--- config.mk ---
export PLATFORM = sky130hd
export DESIGN_NAME = pinmux_guard
export DESIGN_NICKNAME = d
export VERILOG_FILES = /design/src/rtl/pinmux_guard.sv
export SDC_FILE = /design/constraint.sdc
export NUM_CORES = 1
export LEC_CHECK = 0
export ABC_CLOCK_PERIOD_IN_PS = 2180
export BUFFER_PORTS_ARGS = -buffer_cell sky130_fd_sc_hd__clkbuf_2
export CAP_MARGIN = 40
export CORE_MARGIN = 2
export CORE_UTILIZATION = 42
export CTS_BUF_LIST = sky130_fd_sc_hd__clkbuf_8
export DETAILED_ROUTE_END_ITERATION = 16
export GPL_TIMING_DRIVEN = 0
export PLACE_DENSITY_LB_ADDON = 0.3
export REMOVE_ABC_BUFFERS = 1
export SLEW_MARGIN = 20
export SYNTH_ARGS = -nofsm -noshare
export SYNTH_HDL_FRONTEND = slang
export SYNTH_SLANG_ARGS = --single-unit
--- constraint.sdc ---
create_clock -name clk -period 2.18 [get_ports clk]
set_input_delay 0.218 -clock clk [delete_from_list [all_inputs] [get_ports clk]]
set_output_delay 0.218 -clock clk [all_outputs]
set_load 0.02 [all_outputs]
--- src/rtl/pinmux_guard.sv ---
module pinmux_guard #(
  parameter int          AW         = 12,
  parameter int          DW         = 32,
  parameter int          SW         = 8,
  parameter logic [31:0] KEY        = 32'h0ACC_E551,
  parameter logic [11:0] SEL_OFS    = 12'h420,
  parameter logic [11:0] LOCK_OFS   = 12'h520,
  parameter logic [11:0] COMMIT_OFS = 12'h524,
  parameter logic [11:0] FLAG_OFS   = 12'h52C
) (
  input  logic          clk,
  input  logic          rst_n,
  input  logic          bus_wr,
  input  logic [AW-1:0] bus_addr,
  input  logic [DW-1:0] bus_wdata,
  output logic [DW-1:0] bus_rdata,
  output logic [SW-1:0] sel_out
);

  localparam logic [SW-1:0] ALL_ONES = {SW{1'b1}};

  logic          locked_q;
  logic          refused_q;
  logic [SW-1:0] commit_q;
  logic [SW-1:0] sel_q;

  wire hit_sel    = bus_addr == AW'(SEL_OFS);
  wire hit_lock   = bus_addr == AW'(LOCK_OFS);
  wire hit_commit = bus_addr == AW'(COMMIT_OFS);
  wire hit_flag   = bus_addr == AW'(FLAG_OFS);

  wire wr_sel    = bus_wr && hit_sel;
  wire wr_lock   = bus_wr && hit_lock;
  wire wr_commit = bus_wr && hit_commit;
  wire wr_flag   = bus_wr && hit_flag;

  always_ff @(posedge clk or negedge rst_n)
    if (!rst_n) locked_q <= 1'b1;
    else if (wr_lock) locked_q <= (bus_wdata != DW'(KEY));

  always_ff @(posedge clk or negedge rst_n)
    if (!rst_n) commit_q <= ALL_ONES;
    else if (wr_commit && !locked_q) commit_q <= bus_wdata[SW-1:0];

  always_ff @(posedge clk or negedge rst_n)
    if (!rst_n) sel_q <= '0;
    else if (wr_sel) sel_q <= (sel_q & ~commit_q) | (bus_wdata[SW-1:0] & commit_q);

  always_ff @(posedge clk or negedge rst_n)
    if (!rst_n) refused_q <= 1'b0;
    else if (wr_flag) refused_q <= 1'b0;
    else if (wr_commit && locked_q) refused_q <= 1'b1;

  always_comb begin
    bus_rdata = '0;
    if (hit_sel)         bus_rdata = DW'(sel_q);
    else if (hit_lock)   bus_rdata = DW'(locked_q);
    else if (hit_commit) bus_rdata = DW'(commit_q);
    else if (hit_flag)   bus_rdata = DW'(refused_q);
  end

  assign sel_out = sel_q;


  commit_frozen_chk: assert property (@(posedge clk) disable iff (!rst_n)
    (wr_commit && locked_q) |=> $stable(commit_q));


  masked_bits_kept_chk: assert property (@(posedge clk) disable iff (!rst_n)
    wr_sel |=> ((sel_q & ~$past(commit_q)) == ($past(sel_q) & ~$past(commit_q))));


  key_opens_chk: assert property (@(posedge clk) disable iff (!rst_n)
    (wr_lock && bus_wdata == DW'(KEY)) |=> !locked_q);


  lock_steady_chk: assert property (@(posedge clk) disable iff (!rst_n)
    !wr_lock |=> $stable(locked_q));


  refusal_flag_chk: assert property (@(posedge clk) disable iff (!rst_n)
    (wr_commit && locked_q && !wr_flag) |=> refused_q);

endmodule

-- Yosys cells after proc, flatten, opt, wreduce, memory -nomap -nowiden
Index checks and enable logic that the tools add are counted.
Widths: inputs -> output; s select.
- register bits: 18
- logic and storage cells: 27
- input bits: 47
- output and inout port bits: 40
- reduce and logical (&&, ||, !) cells: 8
- mux-type cells: 6
- bitwise operators: 4
- equality and inequality tests: 5
- operator list (cell ; count):
    $eq 12x11->1 const B ; 4
    $ne 32x28->1 const B ; 1
    $mux 8 ; 3
    $and 8x8->8 ; 2
    $not 8->8 ; 1
    $or 8x8->8 ; 1
    $logic_and 1x1->1 ; 6
    $mux 1 ; 3
    $reduce_bool 2->1 ; 1
    $logic_not 1->1 ; 1

-- Logic depth before layout (Yosys ltp)
Gate-level depths: netlist of the first run.
- depth after elaboration: 5
- mapped depth: 5
- gate-level depth less buffers: 4

-- Least setup slack after synthesis of the first run
OpenSTA, ideal clock, no wires.
- kind: in2reg
- start: input bus_addr[1]
- end: register commit_q[0]
- setup slack: 0.149 ns
- required time: 2.098 ns
- path buffers: 0
- arrival: 1.949 ns
- library setup time: 0.082 ns
- stages: 4
- cell sequence: or4b_4 > or3_4 > nor4_4 > mux2_2
- cells in the longest elaborated chain, start to end: 3
- ends and longest elaborated chain (element ; RTL line ; text):
    start: declaration ; 14 ; input logic [AW-1:0] bus_addr,
    $eq 12x11->1 ; 29 ; wire hit_commit = bus_addr == AW'(COMMIT_OFS);
    $logic_and 1x1->1 ; 34 ; wire wr_commit = bus_wr && hit_commit;
    $logic_and 1x1->1 ; 43 ; else if (wr_commit && !locked_q) commit_q <= bus_wdata[SW-1:0];
    end signal: assignment ; 43 ;
    end: declaration ; 24 ; logic [SW-1:0] commit_q;
Every way passes these cells.
A chain may end at the register's enable or synchronous reset.

-- Worst setup path in the final report of the first run
- start: input bus_addr[1]
- end: register commit_q[5]
Same word-level chain as after synthesis.

==> qor.txt, run 1 <==
DRC errors left: 0
Vert. Die Dim: 57.8 µm
Startpoint types: input pin
Diodes inserted: 0
Top_reg_cell synth: dfstp_2
Fin crit share: 94.3%
Clock tree buffer depth: 2
Crit path capture type: flip-flop
Layout net count: 232
Remaining global-route overflow: 0
Final Hold Fails: 0
Placer's final routability congestion estimate: 0.694
Worst Path Arrival: 2240 ps
CP Data Required Time: 2360 ps
Clk pwr share: 37.6%
Worst Setup Path Type: in2reg
Initial antenna violation count: 0
Max-cap violations: 0
Die span in x: 57.8 µm
Avg Vias per Cell: 4.92
Async set-reset flop share out of synthesis: 100%
Initial DRC count: 9
Port bufs: 62
Rows: 19
VDD IR max: 0.000411 V
Pins Over Slew Limit: 0
Area Overhead vs Synth: 26.6%
Post-Route Utilization: 55.9%
Clk root buf: clkbuf_8
Fillers: 251
Worst hold margin: 224 ps
Total GRT Usage: 16.0%
# IOs: 87
Switching pwr: 0.000181 W
Cells after DPL: 209
Achievable Freq: 0.486 GHz
Number of synthesized flops with an enable pin: 0
Clock Skew: 2.48 ps
Initial Util: 44.1%
Final setup vio count: 0
Gate power share: 15.6%
Largest net degree at the start of global routing: 19
Core area: 2760 µm²
Seq/Total Area, Yosys: 38.0%
Netlist cell types: 33
WL final: 2700 µm
Relative slew slack: 57.4%
Measured slew at the worst slew-check pin: 634 ps
Max Fanout on Critical Path: 8
Clk sinks: 18
Die ar.: 3340 µm²
Post-DP HPWL: 2170 µm
1st-pass router iterations: 3
RSZ-0062 raised after global routing: false
Cell Int Power: 0.000536 W
Post-route ant nets: 0
Outcome: complete, no violations
#FFs+latches synth: 18
Layout Cells excl Fill: 215
Mapped Area: 1220 µm²
First-pass GRT wire length: 4130 µm
Via count: 1057
Vias in the first global route: 945
Post-CTS Setup Bufs: 0
Wirelength per Cell: 12.5 µm
Mapped Avg Cell Area: 10.2 µm²
Leak Pwr: 0.771 nW
Switch share: 25.3%
H-tree levels: 1
Worst-path clk slew: 70 ps
TritonCTS Buffers: 3
Sequential share of power: 46.8%
Ys Warns: 0
Worst Hold Path Cells: 2
Pwr dens: 465 nW/µm²
Hold crit path type: in2reg
Fin crit period: 2060 ps
Design area: 1540 µm²
CTS tree: yes
Worst R2R Path Depth: 2
Post-Place Cell Area: 1460 µm²
Proportion of layout cells with a drive suffix above 1: 54.3%
Clk Latency, worst-skew pair: 250 ps
Post-Syn Instances: 119
[metrics by stage]
stage	power [W]	setup WS (ps)	TNS [ps]
after floorplan	0.000394	149	0
after global placement	0.000448	-125	-1490
after detailed placement	0.000451	-161	-1780
after CTS	0.000722	81.6	0
after global routing	0.000743	51.6	0
final	0.000717	124	0
[cell usage after synthesis (2+ instances only)]
master	n	area, µm²
nor4bb_1	4	40.0
nor3_1	2	10.0
buf_4	24	180
a22oi_1	7	52.6
nand4_1	2	12.5
nand2_1	11	41.3
dfstp_2	9	236
dfrtp_1	9	225
clkbuf_1	2	7.51
nor2_1	11	41.3
mux2_2	16	180
[power groups by stage]
stage	combinational (W)	sequential [W]	clock (W)
4_1_cts	0.000112	0.000335	0.000275
2_1_floorplan	0.0000532	0.000341	0
5_1_grt	0.000123	0.000335	0.000285
6_report	0.000112	0.000335	0.000270
3_5_place_dp	0.000110	0.000341	0
3_3_place_gp	0.000108	0.000341	0
[logic make-up after synthesis]
family | Yosys count | share of synthesized area [%]
simple gates | 45 | 23.6
buf+inv | 27 | 15.7
other cells | 1 | 0.308
mux | 17 | 15.6
flops | 18 | 38.0
compound gates | 11 | 6.79
[timing repair]
item / in CTS / in global routing
endpoints found under the hold margin: 9 / 0
gates resized for setup: 0 / 1
hold buffers: 1 / 0
endpoints found under the setup margin: 0 / 1
[final timing paths]
path                              start          end  slack [ps]
min in group asynchronous         rst_n    async pin         440
setup reg to reg               locked_q  commit_q[5]         720
hold / removal             bus_wdata[3]    flip-flop         220
max in group asynchronous         rst_n  commit_q[6]        1410
hold reg to reg               flip-flop    flip-flop         540
setup / recovery            bus_addr[1]  commit_q[5]         120
[per-layer routing]
layer | GRT usage (%) | vias up | wire length, µm
li1 | - | 509 | -
met1 | 19.2 | 488 | 1100
met2 | 29.4 | 55 | 1340
met3 | 2.46 | 5 | 226
met4 | 4.98 | 0 | 25
met5 | 0 | - | 0
[layout by cell type (no fill, tap or decap)]
| cell | n |
|---|---|
| dfrtp_1 | 9 |
| nor2_1 | 11 |
| or4_4 | 1 |
| nor4_1 | 1 |
| nand3b_1 | 1 |
| conb_1 | 24 |
| nor3_1 | 2 |
| clkbuf_2 | 62 |
| nor4b_1 | 1 |
| nand4_1 | 2 |
| or3b_2 | 1 |
| dfstp_2 | 9 |
| and4b_1 | 1 |
| nor4bb_1 | 4 |
| a211o_1 | 1 |
| nor2b_1 | 1 |
| mux2i_1 | 1 |
| a2bb2oi_1 | 1 |
| or3_4 | 1 |
| and2_1 | 1 |
| inv_1 | 1 |
| nand3_1 | 1 |
| a21oi_1 | 1 |
| or2_2 | 1 |
| dlygate4sd3_1 | 1 |
| clkbuf_4 | 1 |
| nand2_1 | 11 |
| or4b_2 | 1 |
| a22oi_1 | 7 |
| clkbuf_8 | 4 |
| mux2_2 | 16 |
| nor4_2 | 1 |
| or4b_4 | 1 |
| a211oi_1 | 1 |
| nor4_4 | 1 |
[area by class of cell]
class	count	area [µm²]	area share [%]
Clock buffer	4	55.1	3.57
Inverter	1	3.75	0.244
Multi-Input combinational cell	97	653	42.4
Sequential cell	18	462	30.0
Tap cell	31	38.8	2.52
Timing Repair Buffer	64	328	21.3
[worst max-delay path: stages]
cell and delay [ps]:
clkbuf_2 80, or4b_4 550, or3_4 420, nor4_4 560, mux2_2 410
Power figures use the tool's default switching activity.
==> run 2, diff against run 1 <==
--- a/config.mk
+++ b/config.mk
@@ -10,4 +10,6 @@
 export CAP_MARGIN = 40
+export CELL_PAD_IN_SITES_DETAIL_PLACEMENT = 0
+export CELL_PAD_IN_SITES_GLOBAL_PLACEMENT = 1
 export CORE_MARGIN = 2
-export CORE_UTILIZATION = 42
+export CORE_UTILIZATION = 29
 export CTS_BUF_LIST = sky130_fd_sc_hd__clkbuf_8
--- a/constraint.sdc
+++ b/constraint.sdc
@@ -3,2 +3,2 @@
 set_output_delay 0.218 -clock clk [all_outputs]
-set_load 0.02 [all_outputs]
+set_load 0.05 [all_outputs]
==> qor.txt, run 2 (same netlist as run 1, synthesis figures left out) <==
Pwr dens: 490 nW/µm²
Avg Vias per Cell: 4.53
Post-route ant nets: 0
Post-Route Utilization: 38.8%
Layout net count: 232
1st-pass router iterations: 4
CTS tree: yes
First-pass GRT wire length: 4220 µm
Cells along the critical path: clkbuf_2 -> or4b_4 -> or4_4 -> nor2_1 -> clkbuf_2
Largest net degree at the start of global routing: 19
Clk pwr share: 34.6%
Die ar.: 4730 µm²
Rows: 23
Total GRT Usage: 12.1%
WL final: 2910 µm
Switch share: 30.1%
Worst-path clk slew: 70 ps
Cell Int Power: 0.000535 W
TritonCTS Buffers: 3
VDD IR max: 0.000292 V
Remaining global-route overflow: 0
Fillers: 418
Area of the multi-input gates: 653 µm²
Measured slew at the worst slew-check pin: 606 ps
Max-cap violations: 0
Post-DP HPWL: 2400 µm
Post-place setup slack: -136 ps
Crit-path slowest cell: or4_4
Clock Skew: 1.39 ps
Initial antenna violation count: 0
Crit-path max cell delay: 580 ps
Clock tree buffer depth: 2
Hold crit path type: in2reg
Diodes inserted: 0
Startpoint types: input pin
H-tree levels: 1
Pins Over Slew Limit: 0
Commonest non-fill, non-tap cell in the layout: clkbuf_2
Area Overhead vs Synth: 28.6%
Final setup vio count: 0
Fin crit period: 2090 ps
Relative slew slack: 59.3%
Clk Latency, worst-skew pair: 250 ps
Leak Pwr: 0.771 nW
# IOs: 87
Post-CTS Setup Bufs: 0
Worst Hold Path Cells: 2
Gate power share: 21.6%
Placer's final routability congestion estimate: 0.763
Initial Util: 30.2%
CP Data Required Time: 1960 ps
Crit path capture type: primary output
RSZ-0062 raised after global routing: false
Outcome: complete, no violations
Critical path's most frequent cell: clkbuf_2
Core area: 4030 µm²
Clk root buf: clkbuf_8
Vias in the first global route: 940
Sequential share of power: 43.8%
Worst R2R Path Depth: 2
Worst Path Arrival: 1870 ps
Worst setup margin: 94.4 ps
Initial DRC count: 26
Proportion of layout cells with a drive suffix above 1: 54.3%
Via count: 1059
Most frequent cells in the layout: clkbuf_2 (62), conb_1 (24), mux2_2 (16)
Max Fanout on Critical Path: 8
DRC errors left: 0
Port bufs: 62
Clk sinks: 18
Achievable Freq: 0.479 GHz
Fin crit share: 95.7%
Vert. Die Dim: 68.8 µm
Reg area: 462 µm²
Worst Setup Path Type: in2out
Final Hold Fails: 0
Switching pwr: 0.000231 W
Die span in x: 68.8 µm
Wirelength per Cell: 12.4 µm
==> run 2: cell counts in the layout (fill, tap and decap cells not counted) <==
No cell type changed its count.
==> run 2: metrics by stage <==
stage | instance area (µm²) | hold WS, ps | cells | TNS (ps) | power (W)
2_1_floorplan | 1110 | -77.6 | 116 | -628 | 0.000448
3_3_place_gp | 1490 | 172 | 228 | -1780 | 0.000504
3_5_place_dp | 1490 | 188 | 228 | -2210 | 0.000505
4_1_cts | 1560 | 236 | 233 | 0 | 0.000776
5_1_grt | 1560 | 238 | 234 | 0 | 0.000805
6_report | 1560 | 236 | 234 | 0 | 0.000766
==> run 2: critical path: cells and delay by family <==
kind / cells / cell delay [ps]
buffers and inverters: 2 / 370
AND/OR/NAND/NOR: 3 / 1280
==> run 2: final timing paths <==
| path | slack (ps) | end | from |
|---|---|---|---|
| worst min-delay path | 240 | commit_q[5] | bus_wdata[5] |
| worst max register to register | 740 | commit_q[3] | locked_q |
| max in group asynchronous | 1400 | locked_q | rst_n |
| min in group asynchronous | 440 | async pin | rst_n |
| worst max-delay path | 90 | bus_rdata[1] | bus_addr[1] |
| worst min register to register | 530 | locked_q | locked_q |
==> run 2: metal layers <==
metal  share of wire (%)  wire length, µm  global-route usage [%]  vias up
met5                   0                0                       0        -
met4                 1.1               31                    4.41        0
met3                 8.3              240                    1.79        4
met2                  48             1410                    21.3       53
met1                  42             1230                    15.0      493
li1                    -                -                       -      509
==> run 2: what timing repair did <==
item / CTS / global route
setup endpoints to repair: 7 / 0
endpoints found under the hold margin: 9 / 0
hold buffers: 1 / 0
resized for setup: 1 / 0
==> run 2: cell type report <==
cell class,instances,area share (%)
clock buffers,4,3.52
well taps,50,4.00
repair buffers,64,21.0
multi-input cells,97,41.8
flip-flops and latches,18,29.5
inverters,1,0.240
==> run 2: power by group through the flow <==
stage                     clock network, W  registers (W)  logic, W
after floorplan                          0       0.000341  0.000107
after global placement                   0       0.000341  0.000163
after detailed placement                 0       0.000341  0.000164
after CTS                         0.000275       0.000335  0.000166
after global routing              0.000291       0.000335  0.000179
final                             0.000265       0.000335  0.000166
